===== config.mk =====
export PLATFORM = sky130hd
export DESIGN_NAME = tlb_assoc_masked
export DESIGN_NICKNAME = d
export VERILOG_FILES = /design/src/rtl/tlb_pkg.sv /design/src/rtl/tlb_match_cell.sv /design/src/rtl/tlb_first_hit.sv /design/src/rtl/tlb_victim_ptr.sv /design/src/rtl/tlb_sat_counter.sv /design/src/rtl/tlb_assoc_masked.sv
export SDC_FILE = /design/constraint.sdc
export NUM_CORES = 2
export LEC_CHECK = 0
export CORE_UTILIZATION = 50
export CTS_BUF_LIST = sky130_fd_sc_hd__clkbuf_8
export CTS_CLUSTER_SIZE = 25
export DETAILED_ROUTE_END_ITERATION = 10
export DONT_BUFFER_PORTS = 1
export PLACE_DENSITY = 0.64
export SYNTH_ARGS = -nofsm -noshare
export SYNTH_HDL_FRONTEND = slang
export SYNTH_SLANG_ARGS = --single-unit

===== constraint.sdc =====
create_clock -name clk -period 4.9 [get_ports clk]
set_clock_uncertainty 0.05 [all_clocks]
set_input_delay 0 -clock clk [delete_from_list [all_inputs] [get_ports clk]]
set_output_delay 0 -clock clk [all_outputs]
set_load 0.01 [all_outputs]

===== src/rtl/tlb_pkg.sv =====
package tlb_pkg;
   parameter int VA_W       = 32;
   parameter int PAGE_SHIFT = 12;
   parameter int VPN_W      = VA_W - PAGE_SHIFT;
   parameter int ASID_W     = 8;
   parameter int PFN_W      = 20;

   // uncached window pattern: all its set bits must be present in the address
   localparam logic [VA_W-1:0] UNCACHED_PAT = 32'hA000_0000;

   typedef enum logic [1:0] {
      ACC_READ  = 2'b00,
      ACC_WRITE = 2'b01,
      ACC_FETCH = 2'b10,
      ACC_RSVD  = 2'b11
   } acc_kind_e;

   typedef struct packed {
      logic [VPN_W-1:0]  vpn;
      logic [VPN_W-1:0]  mask;
      logic [ASID_W-1:0] asid;
      logic              glob;
      logic              v0;
      logic              v1;
      logic [PFN_W-1:0]  pfn0;
      logic [PFN_W-1:0]  pfn1;
   } tlb_entry_t;
endpackage


===== src/rtl/tlb_match_cell.sv =====
module tlb_match_cell
   import tlb_pkg::*;
(
   input  tlb_entry_t        ent,
   input  logic [VPN_W-1:0]  vpn,
   input  logic [ASID_W-1:0] asid,
   output logic              hit
);
   logic present;
   logic vpn_eq;
   logic owner_ok;

   assign present  = ent.v0 | ent.v1;
   assign vpn_eq   = ((vpn ^ ent.vpn) & ~ent.mask) == '0;
   assign owner_ok = ent.glob | (asid == ent.asid);
   assign hit      = present & vpn_eq & owner_ok;
endmodule


===== src/rtl/tlb_first_hit.sv =====
module tlb_first_hit #(
   parameter int NUM_ENTRIES = 8,
   parameter int IDX_W       = 3
) (
   input  logic [NUM_ENTRIES-1:0] hits,
   output logic                   any,
   output logic [IDX_W-1:0]       idx
);
   always_comb begin
      any = |hits;
      idx = '0;
      for (int i = NUM_ENTRIES - 1; i >= 0; i--) begin
         if (hits[i]) idx = IDX_W'(i);
      end
   end
endmodule


===== src/rtl/tlb_victim_ptr.sv =====
module tlb_victim_ptr #(
   parameter int NUM_ENTRIES = 8,
   parameter int IDX_W       = 3
) (
   input  logic             clk,
   input  logic             rst_n,
   input  logic             clear,
   input  logic             step,
   output logic [IDX_W-1:0] ptr
);
   localparam bit POW2 = (NUM_ENTRIES == (1 << IDX_W));
   logic [IDX_W-1:0] nxt;

   generate
      if (POW2) begin : g_natural_wrap
         assign nxt = ptr + 1'b1;
      end else begin : g_compare_wrap
         assign nxt = (ptr == IDX_W'(NUM_ENTRIES - 1)) ? '0 : ptr + 1'b1;
      end
   endgenerate

   always_ff @(posedge clk or negedge rst_n) begin
      if (!rst_n)     ptr <= '0;
      else if (clear) ptr <= '0;
      else if (step)  ptr <= nxt;
   end
endmodule


===== src/rtl/tlb_sat_counter.sv =====
module tlb_sat_counter #(
   parameter int W = 16
) (
   input  logic         clk,
   input  logic         rst_n,
   input  logic         inc,
   output logic [W-1:0] cnt
);
   always_ff @(posedge clk or negedge rst_n) begin
      if (!rst_n)                cnt <= '0;
      else if (inc && !(&cnt))   cnt <= cnt + 1'b1;
   end
endmodule


===== src/rtl/tlb_assoc_masked.sv =====
module tlb_assoc_masked
   import tlb_pkg::*;
#(
   parameter int NUM_ENTRIES = 8,
   parameter int CNT_W       = 16,
   localparam int IDX_W      = (NUM_ENTRIES > 1) ? $clog2(NUM_ENTRIES) : 1,
   localparam int WIDX_W     = IDX_W + 1
) (
   input  logic              clk,
   input  logic              rst_n,
   input  logic              lk_valid,
   input  logic [VA_W-1:0]   lk_va,
   input  logic [ASID_W-1:0] lk_asid,
   input  logic [1:0]        lk_kind,
   output logic              rs_valid,
   output logic              rs_hit,
   output logic [WIDX_W-1:0] rs_idx,
   output logic [PFN_W-1:0]  rs_pfn0,
   output logic [PFN_W-1:0]  rs_pfn1,
   output logic              rs_v0,
   output logic              rs_v1,
   output logic              rs_uncached,
   output logic              rs_misalign,
   input  logic              wr_en,
   input  logic [WIDX_W-1:0] wr_idx,
   input  logic [VPN_W-1:0]  wr_vpn,
   input  logic [VPN_W-1:0]  wr_mask,
   input  logic [ASID_W-1:0] wr_asid,
   input  logic              wr_glob,
   input  logic              wr_v0,
   input  logic              wr_v1,
   input  logic [PFN_W-1:0]  wr_pfn0,
   input  logic [PFN_W-1:0]  wr_pfn1,
   input  logic              flush,
   input  logic              vic_rd,
   input  logic              vic_adv,
   output logic [IDX_W-1:0]  vic_ptr,
   output logic [VPN_W-1:0]  vic_vpn,
   output logic [PFN_W-1:0]  vic_pfn0,
   output logic              vic_present,
   output logic [CNT_W-1:0]  cnt_rd_hit,
   output logic [CNT_W-1:0]  cnt_rd_miss,
   output logic [CNT_W-1:0]  cnt_wr_hit,
   output logic [CNT_W-1:0]  cnt_wr_miss,
   output logic [CNT_W:0]    tot_hit,
   output logic [CNT_W:0]    tot_miss,
   output logic [CNT_W+1:0]  tot_acc
);
   localparam int NUM_CNT   = 4;
   localparam int C_RD_HIT  = 0;
   localparam int C_RD_MISS = 1;
   localparam int C_WR_HIT  = 2;
   localparam int C_WR_MISS = 3;

   // elaboration-time parameter checks
   generate
      if (NUM_ENTRIES < 2) begin : g_bad_entries
         $error("tlb_assoc_masked: NUM_ENTRIES must be at least 2");
      end
      if (CNT_W < 1) begin : g_bad_cnt
         $error("tlb_assoc_masked: CNT_W must be at least 1");
      end
      if (PAGE_SHIFT < 2) begin : g_bad_page
         $error("tlb_assoc_masked: PAGE_SHIFT must keep the two low address bits in the offset");
      end
   endgenerate

   // slot storage
   tlb_entry_t table_q [NUM_ENTRIES];
   tlb_entry_t wr_ent;
   logic       wr_in_range;

   assign wr_in_range = (wr_idx < WIDX_W'(NUM_ENTRIES));

   always_comb begin
      wr_ent.vpn  = wr_vpn;
      wr_ent.mask = wr_mask;
      wr_ent.asid = wr_asid;
      wr_ent.glob = wr_glob;
      wr_ent.v0   = wr_v0;
      wr_ent.v1   = wr_v1;
      wr_ent.pfn0 = wr_pfn0;
      wr_ent.pfn1 = wr_pfn1;
   end

   always_ff @(posedge clk or negedge rst_n) begin
      if (!rst_n) begin
         for (int i = 0; i < NUM_ENTRIES; i++) table_q[i] <= '0;
      end else if (flush) begin
         for (int i = 0; i < NUM_ENTRIES; i++) table_q[i] <= '0;
      end else if (wr_en && wr_in_range) begin
         table_q[wr_idx[IDX_W-1:0]] <= wr_ent;
      end
   end

   // parallel compare
   logic [VPN_W-1:0]       lk_vpn;
   logic [NUM_ENTRIES-1:0] hit_vec;
   logic                   any_hit;
   logic [IDX_W-1:0]       hit_idx;
   tlb_entry_t             hit_ent;

   assign lk_vpn = lk_va[VA_W-1:PAGE_SHIFT];

   generate
      for (genvar g = 0; g < NUM_ENTRIES; g++) begin : g_cell
         tlb_match_cell u_cell (
            .ent  (table_q[g]),
            .vpn  (lk_vpn),
            .asid (lk_asid),
            .hit  (hit_vec[g])
         );
      end
   endgenerate

   tlb_first_hit #(
      .NUM_ENTRIES (NUM_ENTRIES),
      .IDX_W       (IDX_W)
   ) u_first (
      .hits (hit_vec),
      .any  (any_hit),
      .idx  (hit_idx)
   );

   assign hit_ent = table_q[hit_idx];

   // side flags
   logic is_write;
   logic uncached_d;
   logic misalign_d;

   assign is_write   = (lk_kind == ACC_WRITE);
   assign uncached_d = (lk_va & UNCACHED_PAT) == UNCACHED_PAT;
   assign misalign_d = (lk_kind == ACC_FETCH) && (lk_va[1:0] != 2'b00);

   // registered result
   always_ff @(posedge clk or negedge rst_n) begin
      if (!rst_n) begin
         rs_valid    <= 1'b0;
         rs_hit      <= 1'b0;
         rs_idx      <= '1;
         rs_pfn0     <= '0;
         rs_pfn1     <= '0;
         rs_v0       <= 1'b0;
         rs_v1       <= 1'b0;
         rs_uncached <= 1'b0;
         rs_misalign <= 1'b0;
      end else begin
         rs_valid <= lk_valid;
         if (lk_valid) begin
            rs_hit      <= any_hit;
            rs_idx      <= any_hit ? {1'b0, hit_idx} : '1;
            rs_pfn0     <= any_hit ? hit_ent.pfn0 : '0;
            rs_pfn1     <= any_hit ? hit_ent.pfn1 : '0;
            rs_v0       <= any_hit & hit_ent.v0;
            rs_v1       <= any_hit & hit_ent.v1;
            rs_uncached <= uncached_d;
            rs_misalign <= misalign_d;
         end
      end
   end

   // victim pointer
   tlb_entry_t vic_ent;

   tlb_victim_ptr #(
      .NUM_ENTRIES (NUM_ENTRIES),
      .IDX_W       (IDX_W)
   ) u_vic (
      .clk   (clk),
      .rst_n (rst_n),
      .clear (flush),
      .step  (vic_rd & vic_adv),
      .ptr   (vic_ptr)
   );

   assign vic_ent     = table_q[vic_ptr];
   assign vic_vpn     = vic_ent.vpn;
   assign vic_pfn0    = vic_ent.pfn0;
   assign vic_present = vic_ent.v0 | vic_ent.v1;

   // event counters
   logic [NUM_CNT-1:0] cnt_inc;
   logic [CNT_W-1:0]   cnt_val [NUM_CNT];

   assign cnt_inc[C_RD_HIT]  = lk_valid & ~is_write &  any_hit;
   assign cnt_inc[C_RD_MISS] = lk_valid & ~is_write & ~any_hit;
   assign cnt_inc[C_WR_HIT]  = lk_valid &  is_write &  any_hit;
   assign cnt_inc[C_WR_MISS] = lk_valid &  is_write & ~any_hit;

   generate
      for (genvar c = 0; c < NUM_CNT; c++) begin : g_cnt
         tlb_sat_counter #(.W(CNT_W)) u_cnt (
            .clk   (clk),
            .rst_n (rst_n),
            .inc   (cnt_inc[c]),
            .cnt   (cnt_val[c])
         );
      end
   endgenerate

   assign cnt_rd_hit  = cnt_val[C_RD_HIT];
   assign cnt_rd_miss = cnt_val[C_RD_MISS];
   assign cnt_wr_hit  = cnt_val[C_WR_HIT];
   assign cnt_wr_miss = cnt_val[C_WR_MISS];
   assign tot_hit     = {1'b0, cnt_rd_hit}  + {1'b0, cnt_wr_hit};
   assign tot_miss    = {1'b0, cnt_rd_miss} + {1'b0, cnt_wr_miss};
   assign tot_acc     = {1'b0, tot_hit} + {1'b0, tot_miss};
endmodule


==> qor.yml, run 1 <==
cts-root-buf: "clkbuf_8"
ys_async_sr_fraction_pct: 100
synth.avg_cell_area_um2: 9.19
initial_core_util_pct: 50.6
die_width_um: 301
synth.distinct_cells: 66
error_line: "[ERROR RSZ-0060] Max buffer count reached."
dp.cells: 5665
yosysTopAreaCellShare_pct: 47.0
synth_fp_nets: 5074
synth-main-ff-cell: "dfrtp_1"
yosysMostFrequentCell: "nand2_1"
rows: 109
lastStage: "clock tree synthesis"
syn_area_mm2: 0.0448
hold_buffers: 1188
fp.dieH_um: 301
cts_htree_levels: 4
pre_cts_ws_ns: 0.353
dp_hpwl_um: 90700
synth_edf_count: 0
ios: 354
synth_top_area_cell: "dfrtp_1"
place.port_buffers: 0
post_cts_resized: 25
synth_cells: 4873
cts_made_buffers: 150
ys_seq_area_share_pct: 47.2
netlist_top_cells_area: "dfrtp_1, nand2_1, a21oi_1"
synthTopCellsByCount: "nand2_1, dfrtp_1, a21oi_1"
cts.sinks: 845
cts_buffer_depth: 3
gp_congestion: 0.940
status: "stopped before the end"
yosys_register_bits: 845
post-cts-setup-buffer-count: 3
yosysWarnings: 0
-- per-stage QoR --
| stage | hold WS, ns | area (um2) |
|---|---|---|
| global placement | -0.296 | 44700 |
| floorplan | -0.346 | 44800 |
| detailed placement | -0.295 | 44700 |
-- logic make-up after synthesis --
family | share of synthesized area [%]
buf+inv | 5.12
fa+ha+maj | 1.64
flops | 47.2
compound gates | 13.3
simple gates | 16.5
xor+xnor | 6.32
mux | 9.87
==> run 2, diff against run 1 <==
--- a/config.mk
+++ b/config.mk
@@ -5,12 +5,10 @@
 export SDC_FILE = /design/constraint.sdc
 export NUM_CORES = 2
 export LEC_CHECK = 0
-export CORE_UTILIZATION = 50
-export CTS_BUF_LIST = sky130_fd_sc_hd__clkbuf_8
-export CTS_CLUSTER_SIZE = 25
+export CORE_UTILIZATION = 35
 export DETAILED_ROUTE_END_ITERATION = 10
 export DONT_BUFFER_PORTS = 1
-export PLACE_DENSITY = 0.64
+export PLACE_DENSITY_LB_ADDON = 0.15
 export SYNTH_ARGS = -nofsm -noshare
 export SYNTH_HDL_FRONTEND = slang
 export SYNTH_SLANG_ARGS = --single-unit
==> qor.yml, run 2 <==
status: "finished clean"
required_ns: 4.85
synth-main-ff-cell: "dfrtp_1"
drv_slew: 0
netlist_top_cells_area: "dfrtp_1, nand2_1, a21oi_1"
setup_viol: 0
grt_usage_pct: 28.0
worstSetupPathType: "flip-flop to output port"
syn2layout_area_growth_pct: 32.9
drt_pre_antenna_iters: 6
peakVddDrop_v: 0.000287
cp_slowest_stage_delay_ns: 0.45
grt_pass1_vias: 40800
pre_cts_ws_ns: 0.429
ys_seq_area_share_pct: 47.2
dp.cells: 6165
path_clk_slew_ns: 0.06
finalPower_mw: 17.3
path_cells: "ha_1, a21o_1, a21oi_1, o21ai_0, a211o_1, a31oi_1, xnor2_1, ha_1, and2_1, o21ai_0, o211ai_1, a31oi_1, o21ai_0, a31o_2"
ios: 354
synth_cells: 4873
clock_latency_ns: 0.73
initial_core_util_pct: 35.5
grt.overflow.total: 0
syn_area_mm2: 0.0448
final_area_mm2: 0.0595
synth.distinct_cells: 66
max-slew-margin-rel_pct: 20.7
place.port_buffers: 0
rows: 130
reg.largest.list: "table_q x728, g_cnt.u_cnt.cnt x64"
largest_reg_flops: 728
max_freq_mhz: 215
fin_nets: 5839
hold_viol: 0
drcViolationCount: 0
yosysWarnings: 0
ys_async_sr_fraction_pct: 100
setup_slack_ns: 0.246
die_width_um: 360
cp_slowest_cell: "dfrtp_1"
synth_edf_count: 0
p_per_area_mw_per_mm2: 291
grt_setup_unrepaired: "yes"
synth_top_area_cell: "dfrtp_1"
fp.dieH_um: 360
cts.sinks: 845
synthTopCellsByCount: "nand2_1, dfrtp_1, a21oi_1"
drt_iter0_markers: 3845
gp_congestion: 0.898
cts_tree: "built"
worstSetupEndpointType: "output port"
place_area_mm2: 0.0455
yosysMostFrequentCell: "nand2_1"
hold_ws_ns: 0.159
antenna_found_initial: 16
yosysTopAreaCellShare_pct: 47.0
post_drt_via_cell_ratio: 5.46
layout_commonest_cell: "nand2_1"
ant_nets: 0
fin_cells: 7369
grt_max_degree: 846
postLayoutCoreUtil_pct: 47.2
vias: 40200
layout_common_cells: "nand2_1, dlygate4sd3_1, dfrtp_1, a21oi_1, xnor2_1"
top_register: "table_q"
worstSetupStartpointType: "flip-flop"
cp_common_cell: "o21ai_0"
leakagePower_nw: 25.8
synth.avg_cell_area_um2: 9.19
path_buf_inv: 0
post-route-period-util_pct: 95.0
min_path_type: "primary input to flip-flop"
synth_fp_nets: 5074
fin_tns_setup_ns: 0
dp_hpwl_um: 102000
grt_pass1_wl_um: 274000
routed_wl_um: 184000
arrival_ns: 4.60
coreArea_mm2: 0.126
yosys_register_bits: 845
cts_htree_levels: 3
post_drt_wl_per_cell_um: 24.9
cp_top_family: "compound AO/OA/AOI/OAI gates"
drive_gt1_share_pct: 8.13
period_minus_slack_ns: 4.65
cts-root-buf: "clkbuf_16"
path_max_fanout: 5
drv_cap: 0
tightest_slew_ns: 1.19
cts_buffer_depth: 3
die_area_mm2: 0.129
cts_made_buffers: 101
run 2: cell counts after synthesis:
Identical to the previous run, type by type.
run 2: kinds of logic (layout without fill, tap and decap cells):
kind of cell / Yosys count / count (layout) / synth area share (%)
simple gates: 1805 / 1805 / 16.5
compound gates: 1049 / 1049 / 13.3
flops: 845 / 845 / 47.2
buf+inv: 459 / 1303 / 5.12
mux: 335 / 335 / 9.87
xor+xnor: 323 / 323 / 6.32
fa+ha+maj: 57 / 57 / 1.64
other cells: 0 / 2 / 0
run 2: worst paths after layout:
check | from | endpoint | slack [ns] | depth (start not counted)
min reg2reg | rs_idx[3] | rs_idx[3] | 0.49 | 1
max | g_cnt[1].u_cnt.cnt[1] | tot_acc[17] | 0.25 | 14
min | lk_valid | rs_valid | 0.16 | 2
max in group asynchronous | rst_n | table_q[8] | 2.04 | 5
max reg2reg | table_q[176] | rs_pfn1[9] | 0.97 | 9
min in group asynchronous | rst_n | g_cnt[1].u_cnt.cnt[13] | 0.43 | 3
run 2: area by class of cell:
cell class              count  area, um2
fillers                 12100      66700
multi-input cells        3569      21600
flip-flops and latches    845      21200
repair buffers           1087      11100
clock buffers             151       3100
well taps                1650       2060
clock inverters            31        444
inverters                  34        129
diodes                      2       5.00
run 2: timing repair:
| item | CTS | global route |
|---|---|---|
| setup endpoints to repair | 3 | 5 |
| gates resized for setup | 10 | 21 |
| buffers inserted | 0 | 4 |
| hold buffers | 1008 | 3 |
| endpoints found under the hold margin | 1662 | 157 |
| pin swaps | 0 | 10 |
run 2: routing by layer:
layer | GRT usage (%) | share of wire (%) | up-vias
li1 | - | - | 18100
met1 | 36.9 | 42 | 20400
met2 | 45.9 | 47 | 1438
met3 | 5.58 | 7.3 | 315
met4 | 9.56 | 3.3 | 12
met5 | 0 | 0.044 | -
run 2: where the power goes:
part	switching [mW]	internal (mW)
sequential	0.178	7.10
clock	3.30	4.74
combinational	1.32	0.706
Power figures use the tool's default switching activity.
